--- src/rtl/frc_pkg.sv ---
package frc_pkg;
   typedef enum logic [1:0] {
      RM_ALLOC   = 2'd0,
      RM_NOALLOC = 2'd1,
      RM_FIXED   = 2'd2,
      RM_ALT     = 2'd3
   } rmode_e;

   typedef enum logic {
      ST_IDLE = 1'b0,
      ST_WAIT = 1'b1
   } fstate_e;
endpackage

--- src/rtl/frc_store.sv ---
module frc_store #(
   parameter int LINES  = 64,
   parameter int IDX_W  = 6,
   parameter int TAG_W  = 23,
   parameter int DATA_W = 64
) (
   input  logic              clk,
   input  logic              rst_n,
   input  logic              clr,
   input  logic              wr_en,
   input  logic [IDX_W-1:0]  wr_idx,
   input  logic [TAG_W-1:0]  wr_tag,
   input  logic [DATA_W-1:0] wr_data,
   input  logic [IDX_W-1:0]  rd_idx,
   output logic              rd_valid,
   output logic [TAG_W-1:0]  rd_tag,
   output logic [DATA_W-1:0] rd_data,
   output logic [LINES-1:0]  valid_vec
);
   logic [TAG_W-1:0]  tag_all  [LINES];
   logic [DATA_W-1:0] data_all [LINES];

   for (genvar g = 0; g < LINES; g++) begin : g_line
      logic              v_r;
      logic [TAG_W-1:0]  t_r;
      logic [DATA_W-1:0] d_r;
      logic              sel;

      assign sel = wr_en && (wr_idx == IDX_W'(g));

      always_ff @(posedge clk or negedge rst_n) begin
         if (!rst_n)      v_r <= 1'b0;
         else if (clr)    v_r <= 1'b0;
         else if (sel)    v_r <= 1'b1;
      end

      always_ff @(posedge clk) begin
         if (sel) begin
            t_r <= wr_tag;
            d_r <= wr_data;
         end
      end

      assign valid_vec[g] = v_r;
      assign tag_all[g]   = t_r;
      assign data_all[g]  = d_r;
   end

   assign rd_valid = valid_vec[rd_idx];
   assign rd_tag   = tag_all[rd_idx];
   assign rd_data  = data_all[rd_idx];
endmodule

--- src/rtl/frc_ctrl.sv ---
module frc_ctrl
   import frc_pkg::*;
#(
   parameter int ADDR_W = 32,
   parameter int OFF_W  = 3,
   parameter int DATA_W = 64,
   parameter int WS_W   = 2
) (
   input  logic                    clk,
   input  logic                    rst_n,
   input  logic                    req_valid,
   input  logic [ADDR_W-1:0]       req_addr,
   input  logic                    lookup_hit,
   input  logic                    cacheable,
   input  logic                    dis,
   input  rmode_e                  mode,
   input  logic [WS_W-1:0]         ws,
   input  logic                    inv,
   input  logic [DATA_W-1:0]       line_data,
   input  logic [DATA_W-1:0]       fl_rdata,
   output logic                    req_ready,
   output logic                    rsp_valid,
   output logic                    rsp_hit,
   output logic [DATA_W-1:0]       rsp_data,
   output logic                    fl_rd,
   output logic [ADDR_W-1:0]       fl_addr,
   output logic                    fill_en,
   output logic [ADDR_W-OFF_W-1:0] fill_line,
   output logic [DATA_W-1:0]       fill_data
);
   localparam int LINE_AW = ADDR_W - OFF_W;

   fstate_e             state;
   logic [WS_W-1:0]     cnt;
   logic                fetch_q, alloc_q, kill_q, hit_q;
   logic [DATA_W-1:0]   data_q;
   logic [LINE_AW-1:0]  line_q;

   logic accept, hit_now, fast, last, alloc_now;

   always_comb begin
      accept    = req_valid && (state == ST_IDLE);
      hit_now   = !dis && cacheable && lookup_hit;
      fast      = hit_now && (mode != RM_FIXED);
      alloc_now = !hit_now && !dis && cacheable && (mode != RM_NOALLOC);
      last      = (state == ST_WAIT) && (cnt == ws);
   end

   always_ff @(posedge clk or negedge rst_n) begin
      if (!rst_n) begin
         state     <= ST_IDLE;
         cnt       <= '0;
         fetch_q   <= 1'b0;
         alloc_q   <= 1'b0;
         kill_q    <= 1'b0;
         hit_q     <= 1'b0;
         data_q    <= '0;
         line_q    <= '0;
         rsp_valid <= 1'b0;
         rsp_hit   <= 1'b0;
         rsp_data  <= '0;
      end else begin
         rsp_valid <= 1'b0;
         case (state)
            ST_IDLE: begin
               if (accept) begin
                  if (fast) begin
                     rsp_valid <= 1'b1;
                     rsp_hit   <= 1'b1;
                     rsp_data  <= line_data;
                  end else begin
                     state   <= ST_WAIT;
                     cnt     <= '0;
                     fetch_q <= !hit_now;
                     alloc_q <= alloc_now;
                     kill_q  <= 1'b0;
                     hit_q   <= hit_now;
                     data_q  <= line_data;
                     line_q  <= req_addr[ADDR_W-1:OFF_W];
                  end
               end
            end
            default: begin
               if (inv) kill_q <= 1'b1;
               if (last) begin
                  state     <= ST_IDLE;
                  rsp_valid <= 1'b1;
                  rsp_hit   <= hit_q;
                  rsp_data  <= fetch_q ? fl_rdata : data_q;
               end else begin
                  cnt <= cnt + 1'b1;
               end
            end
         endcase
      end
   end

   assign req_ready = (state == ST_IDLE);
   assign fl_rd     = (state == ST_WAIT) && fetch_q;
   assign fl_addr   = {line_q, {OFF_W{1'b0}}};
   assign fill_en   = last && fetch_q && alloc_q && !kill_q && !inv;
   assign fill_line = line_q;
   assign fill_data = fl_rdata;
endmodule

--- src/rtl/flash_rcache.sv ---
module flash_rcache
   import frc_pkg::*;
#(
   parameter int ADDR_W     = 32,
   parameter int LINES      = 64,
   parameter int LINE_BYTES = 8,
   parameter int WS_W       = 2,
   parameter int MAIN_BYTES = 65536
) (
   input  logic                    clk,
   input  logic                    rst_n,
   input  logic                    cfg_we,
   input  logic                    cfg_dis,
   input  logic [1:0]              cfg_mode,
   input  logic [WS_W-1:0]         cfg_ws,
   input  logic                    inv_all,
   input  logic                    nvm_mod,
   input  logic                    req_valid,
   input  logic [ADDR_W-1:0]       req_addr,
   output logic                    req_ready,
   output logic                    rsp_valid,
   output logic                    rsp_hit,
   output logic [LINE_BYTES*8-1:0] rsp_data,
   output logic                    fl_rd,
   output logic [ADDR_W-1:0]       fl_addr,
   input  logic [LINE_BYTES*8-1:0] fl_rdata
);
   localparam int DATA_W = LINE_BYTES * 8;
   localparam int OFF_W  = $clog2(LINE_BYTES);
   localparam int IDX_W  = $clog2(LINES);
   localparam int TAG_W  = ADDR_W - OFF_W - IDX_W;

   if ((1 << IDX_W) != LINES) begin : g_bad_lines
      $error("LINES must be a power of two");
   end
   if ((1 << OFF_W) != LINE_BYTES) begin : g_bad_line_bytes
      $error("LINE_BYTES must be a power of two");
   end
   if (TAG_W < 1 || WS_W < 1) begin : g_bad_widths
      $error("address too narrow for geometry or WS_W below 1");
   end

   logic              dis_q;
   rmode_e            mode_q;
   logic [WS_W-1:0]   ws_q;

   always_ff @(posedge clk or negedge rst_n) begin
      if (!rst_n) begin
         dis_q  <= 1'b1;
         mode_q <= RM_ALLOC;
         ws_q   <= '0;
      end else if (cfg_we) begin
         dis_q  <= cfg_dis;
         mode_q <= rmode_e'(cfg_mode);
         ws_q   <= cfg_ws;
      end
   end

   logic                       inv_any, cacheable, lookup_hit;
   logic                       rd_valid;
   logic [TAG_W-1:0]           rd_tag;
   logic [DATA_W-1:0]          rd_data;
   logic [LINES-1:0]           valid_vec;
   logic                       fill_en;
   logic [ADDR_W-OFF_W-1:0]    fill_line;
   logic [DATA_W-1:0]          fill_data;

   assign inv_any    = inv_all | nvm_mod;
   assign cacheable  = (req_addr < ADDR_W'(MAIN_BYTES));
   assign lookup_hit = rd_valid && (rd_tag == req_addr[ADDR_W-1:OFF_W+IDX_W]);

   frc_store #(
      .LINES (LINES),
      .IDX_W (IDX_W),
      .TAG_W (TAG_W),
      .DATA_W(DATA_W)
   ) u_store (
      .clk      (clk),
      .rst_n    (rst_n),
      .clr      (inv_any),
      .wr_en    (fill_en),
      .wr_idx   (fill_line[IDX_W-1:0]),
      .wr_tag   (fill_line[ADDR_W-OFF_W-1:IDX_W]),
      .wr_data  (fill_data),
      .rd_idx   (req_addr[OFF_W+IDX_W-1:OFF_W]),
      .rd_valid (rd_valid),
      .rd_tag   (rd_tag),
      .rd_data  (rd_data),
      .valid_vec(valid_vec)
   );

   frc_ctrl #(
      .ADDR_W(ADDR_W),
      .OFF_W (OFF_W),
      .DATA_W(DATA_W),
      .WS_W  (WS_W)
   ) u_ctrl (
      .clk       (clk),
      .rst_n     (rst_n),
      .req_valid (req_valid),
      .req_addr  (req_addr),
      .lookup_hit(lookup_hit),
      .cacheable (cacheable),
      .dis       (dis_q),
      .mode      (mode_q),
      .ws        (ws_q),
      .inv       (inv_any),
      .line_data (rd_data),
      .fl_rdata  (fl_rdata),
      .req_ready (req_ready),
      .rsp_valid (rsp_valid),
      .rsp_hit   (rsp_hit),
      .rsp_data  (rsp_data),
      .fl_rd     (fl_rd),
      .fl_addr   (fl_addr),
      .fill_en   (fill_en),
      .fill_line (fill_line),
      .fill_data (fill_data)
   );
endmodule

--- config.mk ---
export PLATFORM = sky130hd
export DESIGN_NAME = flash_rcache
export DESIGN_NICKNAME = d
export VERILOG_FILES = /design/src/rtl/frc_pkg.sv /design/src/rtl/frc_store.sv /design/src/rtl/frc_ctrl.sv /design/src/rtl/flash_rcache.sv
export SDC_FILE = /design/constraint.sdc
export NUM_CORES = 2
export LEC_CHECK = 0
export BUFFER_PORTS_ARGS = -buffer_cell sky130_fd_sc_hd__buf_2
export CORE_ASPECT_RATIO = 1.25
export CORE_MARGIN = 2
export CORE_UTILIZATION = 45
export DETAILED_ROUTE_END_ITERATION = 12
export PLACE_DENSITY = 0.71
export REMOVE_ABC_BUFFERS = 1
export SYNTH_ARGS = -nofsm -noshare
export SYNTH_HDL_FRONTEND = slang
export SYNTH_SLANG_ARGS = --single-unit
--- constraint.sdc ---
create_clock -name clk -period 6.6 [get_ports clk]
set_input_delay 0.33 -clock clk [delete_from_list [all_inputs] [get_ports clk]]
set_output_delay 0.33 -clock clk [all_outputs]
set_load 0.03 [all_outputs]
# Yosys cells after proc, flatten, opt, wreduce, memory -nomap -nowiden
# Index checks and enable logic that the tools add are counted.
[classes]
add_sub_neg = 1
div = 0
n_bitwise = 4
mul = 0
shifts = 0
n_mux = 161
eq_ne = 71
order_cmp = 3
reduce_logical = 153
[ops]
columns = ["cell", "n"]
rows = [
  ["$mux 64", 7],
  ["$bmux 64 s6", 1],
  ["$eq 6x6->1 const B", 32],
  ["$mux 1", 145],
  ["$bmux 23 s6", 1],
  ["$reduce_bool 2->1", 66],
  ["$eq 6x5->1 const B", 16],
  ["$logic_and 1x1->1", 78],
  ["$eq 6x4->1 const B", 8],
  ["$mux 23", 2],
  ["$lt 32x17->1 const B", 1],
  ["$eq 6x3->1 const B", 4],
  ["$eq 23x23->1", 1],
  ["$eq 6x2->1 const B", 2],
  ["$reduce_and 3->1", 4],
  ["$mux 2", 4],
  ["$ge 7x7->1 const B", 1],
  ["$lt 6x7->1 const B", 1],
  ["$not 6->7", 1],
  ["$bmux 1 s6", 1],
  ["$eq 6x1->1 const B", 1],
  ["$logic_not 6->1", 1],
  ["$ne 2x1->1 const B", 3],
  ["$ne 2x2->1 const B", 3],
  ["other kinds (5)", 9],
]
[word_totals]
out_inout_bits = 100
ramBits = 0
n_memories = 0
register_bits = 5803
latch_bits = 0
mem_bits_ro = 0

# Depth between registers and ports, before layout
[depth]
depth_word = 11
ltp_mapped = 18

# By module
# Synthesis repeated with hierarchy kept, for this count alone.
[hier_totals]
cells_unflattened = 9743
hier_area_um2 = 221992.9
[modules_own_cells]
columns = ["module", "instances", "area_per_inst_um2", "cells_per_inst", "seq_area_each_um2"]
rows = [
  ["frc_store", 1, 212991.8, 9009, 168801.9],
  ["frc_ctrl", 1, 8523.2, 687, 4154.0],
  ["flash_rcache", 1, 478.0, 47, 126.4],
]

# Worst setup path after synthesis
# Ideal clock, no wire load.
[synth_timing]
path_kind = "reg2reg"
start = "register u_ctrl.cnt[0]"
end = "register u_store.g_line[12].d_r[0] (enable)"
stages_incl_launch_ff = 7
t_required_ns = 6.065
slack_ns = 0.783
n_path_buf = 0
t_arrival_ns = 5.282
setup_ns = 0.535
path_cell_list = "dfrtp_1 > xnor2_1 > nand3_1 > nor3_1 > nor3b_1 > nand3_1 > nor2_1"
[synth_between]
elab_chain_cells = 7
[synth_rtl]
columns = ["item", "line", "text"]
rows = [
  ["start, declared", "frc_ctrl.sv:34", "logic [WS_W-1:0] cnt;"],
  ["start signal, assigned", "frc_ctrl.sv:91", "cnt <= cnt + 1'b1;"],
  ["$eq 2x2->1", "frc_ctrl.sv:46", "last = (state == ST_WAIT) && (cnt == ws);"],
  ["$logic_and 1x1->1", "frc_ctrl.sv:46", ""],
  ["$logic_and 1x1->1 (4 in series)", "frc_ctrl.sv:101", "assign fill_en = last && fetch_q && alloc_q && !kill_q && !inv;"],
  ["$logic_and 1x1->1", "frc_store.sv:29", "assign sel = wr_en && (wr_idx == IDX_W'(g));"],
  ["via u_store.g_line[12].sel", "frc_store.sv:27", "logic sel;"],
  ["end signal, assigned", "frc_store.sv:40", "d_r <= wr_data;"],
  ["end, declared", "frc_store.sv:26", "logic [DATA_W-1:0] d_r;"],
]
# The timed path passes the listed nets, and every way through them passes these cells.
# A chain may end at the register's enable or synchronous reset.

# Worst setup path in the final report
[layout_timing]
start = "register u_ctrl.cnt[0]"
end = "register u_store.g_line[24].d_r[44] (enable)"
[layout_between]
elab_chain_cells = 7
[layout_rtl]
columns = ["item", "line"]
rows = [
  ["$eq 2x2->1", "frc_ctrl.sv:46"],
  ["$logic_and 1x1->1", "frc_ctrl.sv:46"],
  ["$logic_and 1x1->1 (4 in series)", "frc_ctrl.sv:101"],
  ["$logic_and 1x1->1", "frc_store.sv:29"],
  ["via u_store.g_line[24].sel", "frc_store.sv:27"],
  ["end signal, assigned", "frc_store.sv:40"],
  ["end, declared", "frc_store.sv:26"],
]
# The timed path passes the listed nets, and every way through them passes these cells.

==> flow_metrics.py <==
metrics = {
    "detailed_routing": {
        "wl_per_cell_um": 36.5,
        "drt_wl_total_um": 622000,
        "routed_via_density": 6.44,
        "dr_total_vias": 109805,
        "drc": 0,
        "drt_pre_antenna_iters": 6,
        "drtIter0Drc": 17603,
        "ant_nets": 0,
    },
    "global_route": {
        "grt_max_degree": 150,
        "grt_pass1_vias": 109540,
        "grt_remaining_overflow": 0,
        "grt_util_all_layers_pct": 24.5,
        "grt_pass1_wl_um": 859000,
        "grt_antenna_before_repair": 31,
    },
    "logic_synthesis": {
        "muxShareOfSynthArea_pct": 18.9,
        "yosysWarnings": 0,
        "synth-simple-area-share_pct": 1.02,
        "synth_xor_area_share_pct": 0.0707,
        "ys.flop_type": "edfxtp_1",
        "syn_area_per_cell_um2": 23.8,
        "syn_inst": 9386,
        "synth-seq-cells": 5803,
        "async_reset_ff_share_pct": 4.05,
        "yosysUniqueCellTypes": 77,
        "synth_edf_count": 5568,
        "synth-seq-area-share_pct": 77.6,
        "synth_compound_area_share_pct": 1.28,
        "syn-cell-area_um2": 223000,
        "synthAdderAreaFrac_pct": 0,
        "synth_top_family_by_area": "multiplexers",
    },
    "power": {
        "ir_drop_uv": 285,
        "p_sw_share_pct": 23.5,
        "seq_power_share_pct": 53.1,
        "p_per_area_nw_per_um2": 323,
        "pwr-share-comb_pct": 8.2,
        "p_switching_uw": 19200,
        "p_leak_uw": 0.0808,
        "intPower_uw": 62500,
        "power_frac_clock_pct": 38.7,
    },
    "setup_path": {
        "start_kind": "flip-flop",
        "crit_path_cell_trace": "xnor2_1, nand3_1, nor3_2, nor3b_1, nand2_1, nor2_4, buf_4",
        "crit_buf_inv": 1,
        "max_stage_delay_ns": 1.22,
        "worstPathArrival_ns": 5.91,
        "crit_fanout": 17,
        "slowest_stage": "nor2_4",
        "crit_type": "reg2reg",
        "critPathTopFamily": "simple AND/OR/NAND/NOR gates",
        "cp.depth": 7,
        "end_kind": "flip-flop",
        "cp.required_ns": 7.29,
        "r2r.worst_path.cells": 7,
    },
    "final_layout": {
        "syn_to_final_growth_pct": 13.4,
        "final_area_um2": 253000,
        "fill_cells": 36986,
        "layout-drive-gt1-share_pct": 30.3,
        "post-route-util_pct": 51.2,
        "nNetsFinal": 10149,
    },
    "floorplanning": {
        "die_w_um": 634,
        "start_util_pct": 45.1,
        "io_pins": 207,
        "die_area_um2": 501000,
        "coreArea_um2": 494000,
        "die_h_um": 791,
        "fp-row-count": 289,
    },
    "clock_network": {
        "post_cts_buffers": 0,
        "clk-insertion-delay-late_ns": 1.09,
        "cts-root-buf": "clkbuf_16",
        "cts_buffer_depth": 4,
        "cts_tree": "built",
        "cts-buffers-inserted": 553,
        "htree_levels": 6,
        "clkTransAtPathRegs_ns": 0.06,
        "cts.sinks": 5803,
    },
    "sta": {
        "fin_crit_sh_pct": 79.0,
        "worstMarginPinSlew_ns": 1.49,
        "max_freq_ghz": 0.192,
        "hold_viol_final": 0,
        "relSlewSlack_pct": 0.193,
        "setup_viol": 0,
        "rsz0062_at_grt": "false",
        "drv_slew": 0,
        "layout_min_cycle_time_ns": 5.22,
        "skew_ns": 0.0773,
    },
    "outcome": {
        "failed_checks": "capacitance limit",
        "status": "finished with violations",
    },
    "worst_hold_path": {
        "hold_class": "in2reg",
        "worstHoldPathCells": 1,
    },
    "placement": {
        "dpl-instance-area_um2": 234000,
        "port_buffers": 200,
        "place_congestion": 0.845,
        "hpwl_um": 312000,
    },
    "job": {
        "maxCapViolCount": 1,
    },
}
## synthesized netlist by cell type, types with 11 or more instances
cell,number,area (um^2)
a21o_1,65,488
a21oi_1,26,130
a221oi_1,13,114
a22oi_1,130,976
a31oi_1,11,68.8
and2_1,13,81.3
and3_1,15,93.8
buf_1,15,56.3
buf_2,162,811
buf_4,36,270
buf_6,27,304
clkbuf_1,267,1000
dfrtp_1,234,5860
edfxtp_1,5568,167000
mux2_2,121,1360
mux2_4,64,961
mux2i_1,397,3970
mux4_2,1588,35800
nand2_1,130,488
nand2b_1,20,125
nand3_1,71,355
nand4_1,17,106
nor2_1,108,405
nor2b_1,22,138
nor3_1,17,85.1
nor4_1,13,81.3
o21ai_0,77,385
o22ai_1,20,125
xnor2_1,12,105
## worst reg2reg max path: stages, from the launching register on
cell	delay, ns
dfrtp_1	0.47
xnor2_1	0.19
nand3_1	0.33
nor3_2	1.04
nor3b_1	0.57
nand2_1	0.38
nor2_4	1.22
buf_4	0.61
## power groups by stage
stage	clock, uW	sequential (uW)	combinational, uW
floorplan	0	44600	2800
global placement	0	44000	6460
detailed placement	0	44100	6670
CTS	31900	43300	6750
global route	33200	43500	7050
finish	31600	43400	6690
## worst paths after layout
check	slack, ns	from	end
worst max-delay path	1.38	u_ctrl.cnt[0]	u_store.g_line[24].d_r[44]
worst min-delay path	0.06	fl_rdata[33]	u_store.g_line[59].d_r[33]
worst max register to register	1.38	u_ctrl.cnt[0]	u_store.g_line[24].d_r[44]
worst min register to register	0.47	u_store.g_line[42].v_r	u_store.g_line[42].v_r
max in group asynchronous	4.93	rst_n	u_ctrl.rsp_data[28]
min in group asynchronous	0.52	rst_n	u_ctrl.rsp_data[16]
## kinds of logic after synthesis
kind of cell    Yosys count
xor+xnor                 18
mux                    2170
flops                  5803
simple gates            465
compound gates          409
other cells               1
buf+inv                 520
## state kept, by name, indices dropped and copies added, names as in the netlist
register	count
u_ctrl.rsp_valid	1
u_ctrl.fetch_q	1
u_store.g_line.t_r	1472
u_ctrl.hit_q	1
u_ctrl.alloc_q	1
u_ctrl.rsp_data	64
u_ctrl.fill_line	29
ws_q	2
u_ctrl.state	1
u_ctrl.data_q	64
u_ctrl.kill_q	1
u_ctrl.cnt	2
mode_q	2
u_ctrl.rsp_hit	1
u_store.g_line.v_r	64
u_store.g_line.d_r	4096
dis_q	1
## cells in the final DEF (no fill, tap or decap), drive strengths merged, types with 96 or more instances in the layout
cell type,count
a22oi,130
buf,511
clkbuf,734
clkinv,197
dfrtp,234
dlygate4sd3,96
edfxtp,5568
mux2,185
mux2i,397
mux4,1588
nand2,130
nor2,109
## per-stage QoR
stage	setup TNS (ns)	setup slack (ns)	total power, uW	cells	hold slack, ns
6_report	0	1.38	81700	17058	0.0563
5_1_grt	0	1.37	83700	17044	0.0784
4_1_cts	0	1.68	82000	17041	0.0113
3_5_place_dp	0	1.28	50800	15937	0.320
3_3_place_gp	0	1.33	50400	15937	0.317
2_1_floorplan	-5992.00	-8.99	47400	8880	0.0344
## what timing repair did
action	CTS	global route
endpoints found under the hold margin	3277	0
gates resized for setup	0	0
hold buffers	97	0
## cell type report
type / instances / area, um^2 / area share, %
Sequential cell: 5803 / 173000 / 68.4
Multi-Input combinational cell: 3065 / 47900 / 18.9
Clock buffer: 734 / 15100 / 5.95
Tap cell: 6547 / 8190 / 3.24
Timing Repair Buffer: 607 / 5650 / 2.23
Clock inverter: 273 / 2910 / 1.15
Inverter: 12 / 60.1 / 0.0237
Antenna cell: 17 / 42.5 / 0.0168
## metal layers
| metal | GRT usage (%) | part of all wire (%) | wire length [um] |
|---|---|---|---|
| met1 | 32.4 | 35 | 219000 |
| met2 | 40.7 | 49 | 308000 |
| met3 | 4.52 | 11 | 67700 |
| met4 | 9.22 | 4.4 | 27400 |
| met5 | 0 | 0.018 | 115 |
Power figures use the tool's default switching activity.
